===== src/rtl/scan_chain_ctl_pkg.sv =====
// Package: shared mode type and constants for the scan chain controller.
// Assumes: exactly three bus drivers, selected by a 2-bit state code.
package scan_chain_ctl_pkg;

    localparam int DRV_COUNT = 3;

    typedef enum logic [1:0] {
        MODE_NORMAL  = 2'b00,
        MODE_ODD     = 2'b01,
        MODE_CAPTURE = 2'b10,
        MODE_SHIFT   = 2'b11
    } scan_mode_e;

    // Map the test-mode and scan-enable levels onto a mode
    function automatic scan_mode_e decode_mode(input logic tm, input logic se);
        return scan_mode_e'({tm, se});
    endfunction

endpackage


===== src/rtl/scan_mode_dec.sv =====
// Module: scan_mode_dec
// Decodes the two test controls into the chain select, the bus override and the
// scan-out enable. Assumes the controls are stable around clock edges.
module scan_mode_dec
    import scan_chain_ctl_pkg::*;
(
    input  logic       test_mode_i,
    input  logic       scan_en_i,
    output scan_mode_e mode_o,
    output logic       cell_shift_o,
    output logic       bus_force_o,
    output logic       so_en_o
);

    scan_mode_e mode;

    // Translate the control pair per the mode table
    always_comb begin
        mode         = decode_mode(test_mode_i, scan_en_i);
        cell_shift_o = 1'b0;
        bus_force_o  = 1'b0;
        so_en_o      = 1'b0;
        unique case (mode)
            MODE_NORMAL:  ;
            MODE_CAPTURE: so_en_o = 1'b1;
            MODE_SHIFT: begin
                cell_shift_o = 1'b1;
                bus_force_o  = 1'b1;
                so_en_o      = 1'b1;
            end
            MODE_ODD: begin
                cell_shift_o = 1'b1;
                bus_force_o  = 1'b1;
            end
            default: ;
        endcase
    end

    assign mode_o = mode;

endmodule


===== src/rtl/scan_cell.sv =====
// Module: scan_cell
// Edge-triggered multiplexed-D scan cell: the select picks data or scan input.
// Assumes a synchronous active-low reset that clears the cell.
module scan_cell (
    input  logic clk,
    input  logic rst_n,
    input  logic sel_scan_i,
    input  logic d_i,
    input  logic si_i,
    output logic q_o
);

    // Load the selected input on each rising edge
    always_ff @(posedge clk) begin
        if (!rst_n)
            q_o <= 1'b0;
        else
            q_o <= sel_scan_i ? si_i : d_i;
    end

endmodule


===== src/rtl/scan_chain.sv =====
// Module: scan_chain
// Stitches LEN scan cells into one chain: cell 0 takes the serial input, each later
// cell takes its predecessor, and the last cell feeds the serial output.
// Assumes LEN >= 2.
module scan_chain #(
    parameter int LEN = 8
) (
    input  logic           clk,
    input  logic           rst_n,
    input  logic           sel_scan_i,
    input  logic           serial_i,
    input  logic [LEN-1:0] d_i,
    output logic [LEN-1:0] q_o,
    output logic           serial_o
);

    localparam int LAST = LEN - 1;

    logic [LEN-1:0] si_vec;

    // Build the serial path from the input pin and the cell outputs
    always_comb begin
        si_vec[0] = serial_i;
        for (int i = 1; i < LEN; i++)
            si_vec[i] = q_o[i-1];
    end

    for (genvar g = 0; g < LEN; g++) begin : g_cell
        scan_cell u_cell (
            .clk        (clk),
            .rst_n      (rst_n),
            .sel_scan_i (sel_scan_i),
            .d_i        (d_i[g]),
            .si_i       (si_vec[g]),
            .q_o        (q_o[g])
        );
    end

    assign serial_o = q_o[LAST];

endmodule


===== src/rtl/func_core.sv =====
// Module: func_core
// Combinational logic of the circuit: next state is the state rotated left by one
// position XOR the primary inputs. The low two state bits pick one bus driver.
// Assumes LEN >= 2.
module func_core
    import scan_chain_ctl_pkg::*;
#(
    parameter int LEN = 8
) (
    input  logic [LEN-1:0]       state_i,
    input  logic [LEN-1:0]       pi_i,
    output logic [LEN-1:0]       next_o,
    output logic [DRV_COUNT-1:0] en_fn_o
);

    // Rotate-and-mix next state
    always_comb begin
        next_o = {state_i[LEN-2:0], state_i[LEN-1]} ^ pi_i;
    end

    // Driver choice: code 0 selects none, code k selects driver k-1
    always_comb begin
        en_fn_o = '0;
        for (int k = 0; k < DRV_COUNT; k++)
            if (state_i[1:0] == 2'(k + 1))
                en_fn_o[k] = 1'b1;
    end

endmodule


===== src/rtl/bus_unit.sv =====
// Module: bus_unit
// Shared bus with three drivers, modelled as a select network. The shift-safe
// override turns on driver 0 alone. A keeper register holds the last value when
// no driver is on. Assumes functional enables are at most one-hot.
module bus_unit
    import scan_chain_ctl_pkg::*;
#(
    parameter int W = 4
) (
    input  logic                   clk,
    input  logic                   rst_n,
    input  logic                   force_i,
    input  logic [DRV_COUNT-1:0]   en_fn_i,
    input  logic [DRV_COUNT*W-1:0] drv_data_i,
    output logic [W-1:0]           bus_o,
    output logic [DRV_COUNT-1:0]   en_o
);

    localparam logic [DRV_COUNT-1:0] FORCED_EN = DRV_COUNT'(1);

    logic [W-1:0] keep_q;
    logic [W-1:0] driven;

    // Override enables during shifting, otherwise pass the functional ones
    always_comb begin
        en_o = force_i ? FORCED_EN : en_fn_i;
    end

    // Resolve the bus: enabled driver data, or the kept value
    always_comb begin
        driven = '0;
        for (int k = 0; k < DRV_COUNT; k++)
            if (en_o[k])
                driven = driven | drv_data_i[k*W +: W];
        bus_o = (|en_o) ? driven : keep_q;
    end

    // Keeper follows the bus each cycle
    always_ff @(posedge clk) begin
        if (!rst_n)
            keep_q <= '0;
        else
            keep_q <= bus_o;
    end

endmodule


===== src/rtl/scan_chain_ctl.sv =====
// Module: scan_chain_ctl (top)
// Full-scan version of a small sequential circuit: the state is a single scan chain
// controlled by test mode and scan enable, with a shift-safe shared bus.
// Assumes inputs change away from the rising edge; reset is synchronous, active low.
module scan_chain_ctl
    import scan_chain_ctl_pkg::*;
#(
    parameter int CHAIN_LEN = 8,
    parameter int BUS_W     = 4
) (
    input  logic                       clk,
    input  logic                       rst_n,
    input  logic                       test_mode_i,
    input  logic                       scan_en_i,
    input  logic                       scan_in_i,
    output logic                       scan_out_o,
    input  logic [CHAIN_LEN-1:0]       pi_i,
    input  logic [DRV_COUNT*BUS_W-1:0] drv_data_i,
    output logic [CHAIN_LEN-1:0]       po_o,
    output logic [BUS_W-1:0]           bus_o,
    output logic [DRV_COUNT-1:0]       bus_en_o
);

    scan_mode_e           mode;
    logic                 cell_shift;
    logic                 bus_force;
    logic                 so_en;
    logic [CHAIN_LEN-1:0] state_q;
    logic [CHAIN_LEN-1:0] next_state;
    logic [DRV_COUNT-1:0] en_fn;
    logic                 chain_tail;

    scan_mode_dec u_dec (
        .test_mode_i  (test_mode_i),
        .scan_en_i    (scan_en_i),
        .mode_o       (mode),
        .cell_shift_o (cell_shift),
        .bus_force_o  (bus_force),
        .so_en_o      (so_en)
    );

    func_core #(.LEN(CHAIN_LEN)) u_core (
        .state_i (state_q),
        .pi_i    (pi_i),
        .next_o  (next_state),
        .en_fn_o (en_fn)
    );

    scan_chain #(.LEN(CHAIN_LEN)) u_chain (
        .clk        (clk),
        .rst_n      (rst_n),
        .sel_scan_i (cell_shift),
        .serial_i   (scan_in_i),
        .d_i        (next_state),
        .q_o        (state_q),
        .serial_o   (chain_tail)
    );

    bus_unit #(.W(BUS_W)) u_bus (
        .clk        (clk),
        .rst_n      (rst_n),
        .force_i    (bus_force),
        .en_fn_i    (en_fn),
        .drv_data_i (drv_data_i),
        .bus_o      (bus_o),
        .en_o       (bus_en_o)
    );

    // Scan output is quiet outside test mode; the mode is kept for the gating
    always_comb begin
        scan_out_o = (so_en && mode != MODE_NORMAL) ? chain_tail : 1'b0;
    end

    assign po_o = state_q;

endmodule


===== config.mk =====
export PLATFORM = sky130hd
export DESIGN_NAME = scan_chain_ctl
export DESIGN_NICKNAME = d
export VERILOG_FILES = /design/src/rtl/scan_chain_ctl_pkg.sv /design/src/rtl/scan_mode_dec.sv /design/src/rtl/scan_cell.sv /design/src/rtl/scan_chain.sv /design/src/rtl/func_core.sv /design/src/rtl/bus_unit.sv /design/src/rtl/scan_chain_ctl.sv
export SDC_FILE = /design/constraint.sdc
export NUM_CORES = 1
export LEC_CHECK = 0
export ABC_CLOCK_PERIOD_IN_PS = 1200
export BUFFER_PORTS_ARGS = -buffer_cell sky130_fd_sc_hd__buf_2
export CAP_MARGIN = 20
export CORE_MARGIN = 3
export CORE_UTILIZATION = 42
export DETAILED_ROUTE_END_ITERATION = 8
export MAX_ROUTING_LAYER = met4
export PLACE_DENSITY = 0.76
export SYNTH_ARGS = -nofsm -noshare
export SYNTH_HDL_FRONTEND = slang
export SYNTH_SLANG_ARGS = --single-unit

===== constraint.sdc =====
create_clock -name clk -period 1.2 [get_ports clk]
set_input_delay 0.12 -clock clk [delete_from_list [all_inputs] [get_ports clk]]
set_output_delay 0.12 -clock clk [all_outputs]
set_load 0.05 [all_outputs]

==> qor.txt <==
Synthesized flop and latch total: 12
Count leader, synth: dfxtp_1
Critical Path Start: u_chain.g_cell[1].u_cell.q_o
Critical path cell sequence: buf_6 > nand3b_4 > a2bb2oi_2 > o21a_2 > buf_6
Netlist Area Pre-Place: 719 um2
Setup crit end kind: primary output
P_sw: 0.000464 W
Pint: 0.000792 W
Slew @ Worst Pin: 0.263 ns
Syn Inst Count: 72
Clock Skew: 0.00763 ns
Worst-Skew Late Latency: 0.27 ns
Global Route Usage Sum: 18.4%
Switching part of the total: 36.9%
Seq. cell area: 245 um2
Max FO, Critical Path: 5
Placed cell areas: 926 um2
First-pass GRT wire length: 2.69 mm
# rows: 14
Post-synth ARST share: 0%
PnR worst setup slack: -0.257 ns
Max Root-Sink Buffers: 2
Routed len/inst: 13.9 um
Core area: 0.00156 mm2
Worst R2R End: u_bus.keep_q[1]
Multi-input logic area: 430 um2
Cell variety after synth: 21
Max VDD drop: 0.000781 V
Combinational share of power: 43.7%
Initial Util: 46.1%
DR iter-0 viols: 4
Data required time of the worst path: 1.08 ns
Overall Power: 0.00126 W
Drt total wl: 1.80 mm
Post-route DRC: 0
Vias in the first global route: 640
Crit path buf inv count: 2
F_max: 687 MHz
Clock sinks: 12
Initial antenna violation count: 0
Fin nets: 141
Worst Setup Path Type: register to primary output
Largest stage delay on the critical path: 0.34 ns
CTS Buf Count: 3
Area contributors post-synth: dfxtp_1 (33%), xnor2_1 (9.7%), buf_4 (9.4%), and2_1 (7.8%), a2bb2oi_2 (6.3%)
RePlAce Congestion: 0.717
Design area: 0.00109 mm2
Synth top area share: 33.4%
Global route overflow: 0
Clock Power Share: 19.7%
# hold bufs at CTS: 0
R2R depth: 6
Register area share after synthesis: 33.4%
Routed via count: 651
Crit path to: bus_o[1]
Die Footprint: 0.00225 mm2
Status: complete, but fails checks
FF-to-FF setup slack: 0.05 ns
Hold Slack: 0.111 ns
Post-synth top cells: dfxtp_1 (12), and2_1 (9), buf_4 (9)
Crit path DAT: 1.34 ns
Ys Warns: 0
Die span in y: 47.4 um
RR Startpoint: u_chain.g_cell[1].u_cell.q_o
CP delay by family, top: flip-flops
DRT Pass-1 Iters: 2
EDFF count, synth: 0
Diodes inserted: 0
Register share of total power: 36.6%
Vias per cell: 5.01
RSZ-0062 raised after global routing: true
Setup_tns: -1.32 ns
Synthesized Nets: 97
Max H-tree Level: 1
Area grow syn2layout: 51.0%
Failing checks: setup timing
Share of post-route cells with drive strength above 1: 61.4%
Max cap viols: 0
Clock root buffer: clkbuf_4
CTS tree: built
Crit-path most repeated cell: buf_6
Port-buffer cells: 40
CP max-delay cell: dfxtp_2
Crit path time final: 1.46 ns
Die X-Extent: 47.4 um
Fin. max-slew vios: 0
Fillers: 128
Largest net degree at the start of global routing: 13
Ys flop type: dfxtp_1
Area leader, netlist: dfxtp_1
Lkg Pwr: 0.548 nW
Setup-failing EPs final: 7
Min-delay worst type: primary input to register
Crit path depth: 5
Critical Path Start Type: register
I/O pin cnt: 41
CTS clk-pin slew, worst paths: 0.08 ns
Max_slew headroom: 82.6%
Final Hold Vio Count: 0
Pwr Density: 1160 mW/mm2
Post-detail-place hpwl: 1.27 mm
Post-Syn Area per Cell: 9.99 um2
Antenna Nets Post-Route: 0
Tcrit/Tclk final: 121%
-- power by group through the flow --
stage	logic [W]	registers (W)	clock network, W
3_5_place_dp	0.000459	0.000465	0
3_3_place_gp	0.000453	0.000464	0
2_1_floorplan	0.000365	0.000464	0
6_report	0.000548	0.000460	0.000248
4_1_cts	0.000543	0.000460	0.000254
5_1_grt	0.000583	0.000465	0.000267
-- placed cells by master (no fill, tap or decap), drive strengths merged, types with 4 or more instances in the layout --
cell,netlist,routed
clkbuf,1,4
mux2i,4,4
a2bb2oi,4,4
dfxtp,12,12
xnor2,8,8
buf,10,49
and2,9,9
o211a,4,4
o21a,4,4
nand2b,6,6
-- worst min-delay path by stage --
stage	from	end	slack (ns)	depth (start not counted)
6_report	drv_data_i[0]	u_bus.keep_q[0]	0.11	2
5_1_grt	drv_data_i[0]	u_bus.keep_q[0]	0.11	2
4_1_cts	drv_data_i[0]	u_bus.keep_q[0]	0.10	2
3_5_place_dp	drv_data_i[0]	u_bus.keep_q[0]	0.38	2
3_3_place_gp	drv_data_i[0]	u_bus.keep_q[0]	0.37	2
2_1_floorplan	rst_n	u_chain.g_cell[1].u_cell.q_o	0.24	1
-- layer usage --
layer	vias to the layer above	track usage, %	part of all wire (%)
li1	316	-	-
met1	299	19.0	40
met2	32	32.9	52
met3	4	3.83	7.3
met4	0	7.73	1.3
met5	-	-	0
-- worst register-to-register path, stage by stage, from the launching register on --
cell,delay (ns)
dfxtp_2,0.34
buf_6,0.12
inv_4,0.06
a21oi_4,0.05
buf_4,0.13
buf_2,0.14
o211a_1,0.20
-- state kept, by name, indices dropped and copies added (netlist names) --
name                       cells
u_chain.g_cell.u_cell.q_o      8
u_bus.keep_q                   4
-- stage by stage --
step,setup slack [ns],instances,util [%]
6_report,-0.257,130,69.7
5_1_grt,-0.332,130,69.7
4_1_cts,-0.254,130,68.7
3_5_place_dp,-0.0890,124,59.4
3_3_place_gp,-0.0689,124,59.4
2_1_floorplan,-0.0340,72,-
-- what timing repair did --
item / CTS / global route
pin swaps: 2 / 1
setup buffers: 2 / 0
gates cloned: 1 / 0
setup endpoints to repair: 8 / 9
gates resized for setup: 29 / 6
-- logic make-up (layout without fill, tap and decap cells) --
group / count (synthesis) / in the layout / synth area share, %
mux: 4 / 4 / 5.57
compound gates: 14 / 14 / 19.1
buf+inv: 14 / 56 / 13.4
simple gates: 20 / 20 / 18.8
flops: 12 / 12 / 33.4
xor+xnor: 8 / 8 / 9.74
-- final cells by class --
| cell class | instances | area share (%) |
|---|---|---|
| Multi-Input combinational cell | 46 | 39.6 |
| Tap cell | 16 | 1.84 |
| Timing Repair Buffer | 50 | 32.4 |
| Clock buffer | 3 | 2.07 |
| Inverter | 3 | 1.50 |
| Sequential cell | 12 | 22.6 |
No activity file was read; power rests on OpenSTA's default activity.
